$ cat config.mk
export PLATFORM = sky130hd
export DESIGN_NAME = adc_result_bank
export DESIGN_NICKNAME = d
export VERILOG_FILES = /design/src/rtl/adc_bank_pkg.sv /design/src/rtl/adc_chan_slot.sv /design/src/rtl/adc_reg_decode.sv /design/src/rtl/adc_trim_reg.sv /design/src/rtl/adc_read_mux.sv /design/src/rtl/adc_result_bank.sv
export SDC_FILE = /design/constraint.sdc
export NUM_CORES = 1
export LEC_CHECK = 0
export CAP_MARGIN = 40
export CORE_AREA = 2 2 100 175
export CTS_BUF_LIST = sky130_fd_sc_hd__clkbuf_4 sky130_fd_sc_hd__clkbuf_8 sky130_fd_sc_hd__clkbuf_16
export DETAILED_ROUTE_END_ITERATION = 7
export DIE_AREA = 0 0 102 177
export PLACE_DENSITY = 0.66
export SYNTH_ARGS = -nofsm -noshare
export SYNTH_HDL_FRONTEND = slang
export SYNTH_SLANG_ARGS = --single-unit
$ cat constraint.sdc
create_clock -name clk -period 1.4 [get_ports clk]
set_input_delay 0.21 -clock clk [delete_from_list [all_inputs] [get_ports clk]]
set_output_delay 0.21 -clock clk [all_outputs]
set_load 0.005 [all_outputs]
$ cat src/rtl/adc_bank_pkg.sv
package adc_bank_pkg;

    localparam int BUS_W       = 32;
    localparam int DATA_BASE   = 'h10;
    localparam int STAT_OFF    = 'h30;
    localparam int TRIM_OFF    = 'h34;
    localparam int FRESH_BIT   = 31;
    localparam int LOST_BIT    = 30;
    localparam int CODE_LSB    = 6;
    localparam int TRIM_LSB    = 4;

    typedef enum logic [1:0] {
        REG_NONE = 2'd0,
        REG_DATA = 2'd1,
        REG_STAT = 2'd2,
        REG_TRIM = 2'd3
    } reg_sel_e;

endpackage

$ cat src/rtl/adc_chan_slot.sv
module adc_chan_slot #(
    parameter int IDX   = 0,
    parameter int CH_W  = 3,
    parameter int RES_W = 10
) (
    input  logic             clk,
    input  logic             rst_n,
    input  logic             conv_done,
    input  logic [CH_W-1:0]  conv_chan,
    input  logic [RES_W-1:0] conv_result,
    input  logic             burst_en,
    input  logic             rd_clr,
    output logic [RES_W-1:0] code,
    output logic             fresh,
    output logic             lost
);

    typedef struct packed {
        logic [RES_W-1:0] code;
        logic             fresh;
        logic             lost;
    } slot_t;

    slot_t st_d, st_q;
    logic  hit;

    assign hit = conv_done && (conv_chan == CH_W'(IDX));

    always_comb begin
        st_d = st_q;
        if (rd_clr) begin
            st_d.fresh = 1'b0;
            st_d.lost  = 1'b0;
        end
        if (hit) begin
            if (burst_en && st_q.fresh && !rd_clr) begin
                st_d.lost = 1'b1;
            end
            st_d.fresh = 1'b1;
            st_d.code  = conv_result;
        end
    end

    always_ff @(posedge clk or negedge rst_n) begin
        if (!rst_n) begin
            st_q <= '0;
        end else begin
            st_q <= st_d;
        end
    end

    assign code  = st_q.code;
    assign fresh = st_q.fresh;
    assign lost  = st_q.lost;

endmodule

$ cat src/rtl/adc_reg_decode.sv
module adc_reg_decode
    import adc_bank_pkg::*;
#(
    parameter int NUM_CH = 8,
    parameter int ADDR_W = 8
) (
    input  logic [ADDR_W-1:0] bus_addr,
    input  logic              bus_rd,
    input  logic              bus_wr,
    output reg_sel_e          sel,
    output logic [$clog2(NUM_CH)-1:0] chan_idx,
    output logic [NUM_CH-1:0] rd_clr,
    output logic              trim_wr
);

    localparam int CH_W     = $clog2(NUM_CH);
    localparam int DATA_END = DATA_BASE + 4 * NUM_CH;

    logic             aligned;
    logic [ADDR_W-1:0] rel;

    assign aligned = (bus_addr[1:0] == 2'b00);
    assign rel     = bus_addr - ADDR_W'(DATA_BASE);

    always_comb begin
        sel = REG_NONE;
        if (aligned) begin
            if (bus_addr >= ADDR_W'(DATA_BASE) && bus_addr < ADDR_W'(DATA_END)) begin
                sel = REG_DATA;
            end else if (bus_addr == ADDR_W'(STAT_OFF)) begin
                sel = REG_STAT;
            end else if (bus_addr == ADDR_W'(TRIM_OFF)) begin
                sel = REG_TRIM;
            end
        end
    end

    assign chan_idx = CH_W'(rel >> 2);

    generate
        for (genvar g = 0; g < NUM_CH; g++) begin : g_clr
            assign rd_clr[g] = bus_rd && (sel == REG_DATA) && (chan_idx == CH_W'(g));
        end
    endgenerate

    assign trim_wr = bus_wr && (sel == REG_TRIM);

endmodule

$ cat src/rtl/adc_trim_reg.sv
module adc_trim_reg #(
    parameter int          TRIM_W    = 4,
    parameter logic [3:0]  TRIM_INIT = 4'h8,
    parameter int          LSB       = 4
) (
    input  logic              clk,
    input  logic              rst_n,
    input  logic              wr,
    input  logic [31:0]       wdata,
    output logic [TRIM_W-1:0] trim
);

    typedef struct packed {
        logic [TRIM_W-1:0] val;
    } trim_t;

    trim_t tr_d, tr_q;

    always_comb begin
        tr_d = tr_q;
        if (wr) begin
            tr_d.val = wdata[LSB +: TRIM_W];
        end
    end

    always_ff @(posedge clk or negedge rst_n) begin
        if (!rst_n) begin
            tr_q.val <= TRIM_W'(TRIM_INIT);
        end else begin
            tr_q <= tr_d;
        end
    end

    assign trim = tr_q.val;

endmodule

$ cat src/rtl/adc_read_mux.sv
module adc_read_mux
    import adc_bank_pkg::*;
#(
    parameter int NUM_CH = 8,
    parameter int RES_W  = 10,
    parameter int TRIM_W = 4
) (
    input  reg_sel_e                    sel,
    input  logic [$clog2(NUM_CH)-1:0]   chan_idx,
    input  logic [NUM_CH*RES_W-1:0]     codes,
    input  logic [NUM_CH-1:0]           fresh_vec,
    input  logic [NUM_CH-1:0]           lost_vec,
    input  logic                        int_flag,
    input  logic [TRIM_W-1:0]           trim,
    output logic [BUS_W-1:0]            word
);

    always_comb begin
        word = '0;
        unique case (sel)
            REG_DATA: begin
                word[CODE_LSB +: RES_W] = codes[chan_idx*RES_W +: RES_W];
                word[LOST_BIT]          = lost_vec[chan_idx];
                word[FRESH_BIT]         = fresh_vec[chan_idx];
            end
            REG_STAT: begin
                word[0 +: NUM_CH]      = fresh_vec;
                word[NUM_CH +: NUM_CH] = lost_vec;
                word[2*NUM_CH]         = int_flag;
            end
            REG_TRIM: begin
                word[TRIM_LSB +: TRIM_W] = trim;
            end
            default: word = '0;
        endcase
    end

endmodule

$ cat src/rtl/adc_result_bank.sv
module adc_result_bank
    import adc_bank_pkg::*;
#(
    parameter int         NUM_CH    = 8,
    parameter int         RES_W     = 10,
    parameter int         ADDR_W    = 8,
    parameter int         TRIM_W    = 4,
    parameter logic [3:0] TRIM_INIT = 4'h8
) (
    input  logic                      clk,
    input  logic                      rst_n,
    input  logic                      conv_done,
    input  logic [$clog2(NUM_CH)-1:0] conv_chan,
    input  logic [RES_W-1:0]          conv_result,
    input  logic                      burst_en,
    input  logic [NUM_CH-1:0]         int_en,
    input  logic [ADDR_W-1:0]         bus_addr,
    input  logic                      bus_rd,
    input  logic                      bus_wr,
    input  logic [BUS_W-1:0]          bus_wdata,
    output logic [BUS_W-1:0]          bus_rdata,
    output logic                      irq
);

    localparam int CH_W = $clog2(NUM_CH);

    typedef struct packed {
        logic [BUS_W-1:0] rdata;
    } top_t;

    top_t top_d, top_q;

    reg_sel_e              sel;
    logic [CH_W-1:0]       chan_idx;
    logic [NUM_CH-1:0]     rd_clr;
    logic                  trim_wr;
    logic [NUM_CH*RES_W-1:0] codes;
    logic [NUM_CH-1:0]     fresh_vec;
    logic [NUM_CH-1:0]     lost_vec;
    logic [TRIM_W-1:0]     trim;
    logic                  int_flag;
    logic [BUS_W-1:0]      mux_word;

    adc_reg_decode #(
        .NUM_CH (NUM_CH),
        .ADDR_W (ADDR_W)
    ) u_decode (
        .bus_addr (bus_addr),
        .bus_rd   (bus_rd),
        .bus_wr   (bus_wr),
        .sel      (sel),
        .chan_idx (chan_idx),
        .rd_clr   (rd_clr),
        .trim_wr  (trim_wr)
    );

    generate
        for (genvar g = 0; g < NUM_CH; g++) begin : g_slot
            adc_chan_slot #(
                .IDX   (g),
                .CH_W  (CH_W),
                .RES_W (RES_W)
            ) u_slot (
                .clk         (clk),
                .rst_n       (rst_n),
                .conv_done   (conv_done),
                .conv_chan   (conv_chan),
                .conv_result (conv_result),
                .burst_en    (burst_en),
                .rd_clr      (rd_clr[g]),
                .code        (codes[g*RES_W +: RES_W]),
                .fresh       (fresh_vec[g]),
                .lost        (lost_vec[g])
            );
        end
    endgenerate

    adc_trim_reg #(
        .TRIM_W    (TRIM_W),
        .TRIM_INIT (TRIM_INIT),
        .LSB       (TRIM_LSB)
    ) u_trim (
        .clk   (clk),
        .rst_n (rst_n),
        .wr    (trim_wr),
        .wdata (bus_wdata),
        .trim  (trim)
    );

    assign int_flag = |(fresh_vec & int_en);

    adc_read_mux #(
        .NUM_CH (NUM_CH),
        .RES_W  (RES_W),
        .TRIM_W (TRIM_W)
    ) u_mux (
        .sel       (sel),
        .chan_idx  (chan_idx),
        .codes     (codes),
        .fresh_vec (fresh_vec),
        .lost_vec  (lost_vec),
        .int_flag  (int_flag),
        .trim      (trim),
        .word      (mux_word)
    );

    always_comb begin
        top_d = top_q;
        if (bus_rd) begin
            top_d.rdata = mux_word;
        end
    end

    always_ff @(posedge clk or negedge rst_n) begin
        if (!rst_n) begin
            top_q <= '0;
        end else begin
            top_q <= top_d;
        end
    end

    assign bus_rdata = top_q.rdata;
    assign irq       = int_flag;

endmodule

==> out/metrics.cfg <==
[power]
seqPwrFrac = 0.423
p_comb_frac = 0.158
p_per_area_nw_per_um2 = 1330
p_leak_nw = 3.57
p_total_mw = 10.4
p_sw_mw = 2.67
swShare = 0.257
intPower_mw = 7.71
ir_drop_v = 0.000726
power_frac_clock = 0.419

[cts]
cts.root.buffer_cell = clkbuf_16
cts_buffers = 17
cts.clk_slew.worst_paths_ps = 60
clockBufferDepth = 2
cts_tree = done
clock-sinks = 119
htree_levels = 4
insertion_delay_ps = 410

[synth]
synth_area_per_cell_um2 = 14.0
synth_edf_count = 0
syn_inst = 413
ys_async_sr_fraction = 1.00
seq_area_frac_synth = 0.517
synth.distinct_cells = 43
syn_area_um2 = 5760
synthFlopType = dfrtp_1
ys_ff_latch = 119
yosysWarnings = 0

[global_routing]
grt.busiest_layer = met2
grtUsageMet3 = 0.0280
grt.overflow.total = 0
grt_pass1_vias = 4313
grt_use_met1 = 0.186
grt_max_degree = 35
antenna_found_initial = 0
globalRouteMet2Util = 0.326
grtUsageTotal = 0.175
grt_pass1_wl_um = 23700

[place]
numPlacedInstances = 723
dpl.hpwl_um = 10200
portBuffers = 58
place_worst_setup_slack_ps = -557
gp_congestion = 0.881

[route]
wire_per_inst_um = 19.8
drt_iter0_markers = 240
viasPerCell = 5.27
ant_nets = 0
detail_route.wirelength_um = 15400
vias = 4087
drcViolationCount = 0
drt_pre_antenna_iters = 4

[critical_path]
path_delay_family = flip-flops
crit_buf_inv = 1
worstPathRequired_ps = 1190
cp.depth = 3
crit_slowest_cell = dfrtp_1
crit_fanout = 2
worstSetupPathType = register to output port
cp-start-kind = register
slowest_delay_ps = 400
endpoint_kind = output port
r2r_cells = 4
crit_arrival_ps = 1270
crit_chain = a22oi_1 -> nand4_1 -> buf_2

[finish]
fillers = 1470
seq_area_um2 = 2980
postLayoutCoreUtil = 0.468
multi_input_area_um2 = 2520
n_antenna_cell = 0
nNetsFinal = 603
stdcell_count = 776
drive_gt1_frac = 0.399
area_growth_pct = 35.9

[die]
die_area_um2 = 18100
start_util = 0.345
rows = 63
core_um2 = 16700
fp.dieW_um = 102
num_io_pins = 100
die_h_um = 177

[sta]
hold_violations = 0
slew_violations = 0
skew_ps = 7.26
rsz0062_at_grt = yes
fmax_ghz = 0.674
finalSetupViolations = 2
period_minus_slack_ps = 1480
setup_tns_ps = -115
period_share = 1.06
post-route-worst-setup-slack_ps = -83.4

[run]
cap_viol_max_count = 0

[status]
violations = negative setup slack
outcome = finished, violations left

[hold_path]
hold_class = primary input to async pin

-- through the flow --
step                      cell area [um2]  hold WS (ps)
final                                7830           241
after global routing                 7830           259
after CTS                            7770           249
after detailed placement             7010           131
after global placement               7010           130
after floorplan                      5810         -85.6
-- placed cells by master (no fill, tap or decap), types with 3 or more instances in the layout --
master / instances
nand2_1: 33
clkbuf_16: 18
o21a_1: 4
and4bb_2: 3
a31oi_1: 4
buf_6: 3
and2b_1: 3
nand4b_1: 3
mux2i_1: 12
a21o_1: 5
nor2b_1: 4
and3_1: 4
inv_6: 6
clkinv_4: 3
mux4_2: 8
nand4_1: 18
nor2_1: 5
conb_1: 13
a22oi_1: 3
a21bo_2: 3
buf_12: 16
mux2_2: 75
a21oi_1: 4
a22o_2: 5
clkdlybuf4s50_1: 29
dlymetal6s2s_1: 5
dlygate4sd2_1: 21
o221ai_1: 9
dfrtp_1: 117
mux4_1: 15
buf_4: 53
inv_1: 10
clkinvlp_4: 3
-- logic make-up (layout without fill, tap and decap cells) --
family / count (synthesis) / after routing / synth area share
simple gates: 83 / 83 / 0.0895
other cells: 1 / 13 / 0.000651
compound gates: 47 / 47 / 0.0660
mux: 111 / 111 / 0.271
flops: 119 / 119 / 0.517
buf+inv: 52 / 176 / 0.0560
-- repair_timing --
item / CTS / global route
hold buffers: 1 / 0
setup buffers: 15 / 1
gates resized for setup: 34 / 12
hold endpoints to repair: 16 / 0
setup endpoints to repair: 52 / 46
gates cloned: 2 / 2
pin swaps: 3 / 4
-- routing by layer --
| layer | vias up | share of wire |
|---|---|---|
| li1 | 1794 | - |
| met1 | 2105 | 0.35 |
| met2 | 145 | 0.57 |
| met3 | 43 | 0.040 |
| met4 | 0 | 0.043 |
| met5 | - | 0 |
-- path summary, 6_finish.rpt --
check	from	to	slack, ps
hold / removal	rst_n	g_slot[0].u_slot.code[3]	240
hold reg to reg	g_slot[3].u_slot.code[4]	g_slot[3].u_slot.code[4]	470
max in group asynchronous	rst_n	u_trim.trim[3]	570
setup / recovery	g_slot[3].u_slot.fresh	irq	-80
setup reg to reg	g_slot[5].u_slot.fresh	bus_rdata[31]	-30
min in group clk	bus_wdata[7]	u_trim.trim[3]	430
-- power by group through the flow --
stage / clock [mW] / sequential, mW / combinational [mW]
finish: 4.35 / 4.39 / 1.64
global route: 4.57 / 4.45 / 1.76
CTS: 4.38 / 4.38 / 1.63
floorplan: 0 / 4.29 / 1.05
global placement: 0 / 4.39 / 1.50
detailed placement: 0 / 4.45 / 1.56
-- final cells by class --
type / count / area share
Tap cell: 227 / 0.0363
Sequential cell: 119 / 0.381
Inverter: 10 / 0.00479
Timing Repair Buffer: 134 / 0.180
Clock buffer: 17 / 0.0543
Clock inverter: 15 / 0.0213
Multi-Input combinational cell: 254 / 0.323
-- flip-flops by register name, indices dropped and copies added (netlist names) --
register and flops:
u_trim.trim 4, g_slot.u_slot.fresh 8, bus_rdata 19, g_slot.u_slot.lost 8, g_slot.u_slot.code 80
-- cells in the mapped netlist, types with 3 or more instances --
cell      count  share of area
a21bo_2       3         0.0052
and2b_1       3         0.0039
buf_6         5         0.0098
buf_2        16          0.014
and3_1        4         0.0043
nand2_1      33          0.021
and4bb_2      3         0.0065
nand4_1      18          0.020
a22oi_1       4         0.0052
nor2_1        5         0.0033
dfrtp_1     118           0.51
mux2i_1      13          0.023
o21a_1        4         0.0052
a22o_2        5         0.0087
nand4b_1      3         0.0046
a21o_1        5         0.0065
mux4_2        5          0.020
inv_1        10         0.0065
a31oi_1       5         0.0054
buf_4        16          0.021
nor2b_1       5         0.0054
o221ai_1      9          0.014
mux2_2       75           0.15
a21oi_1       4         0.0035
clkbuf_1      4         0.0026
mux4_1       18          0.082
Note: power is estimated with default switching activity, not from simulation.
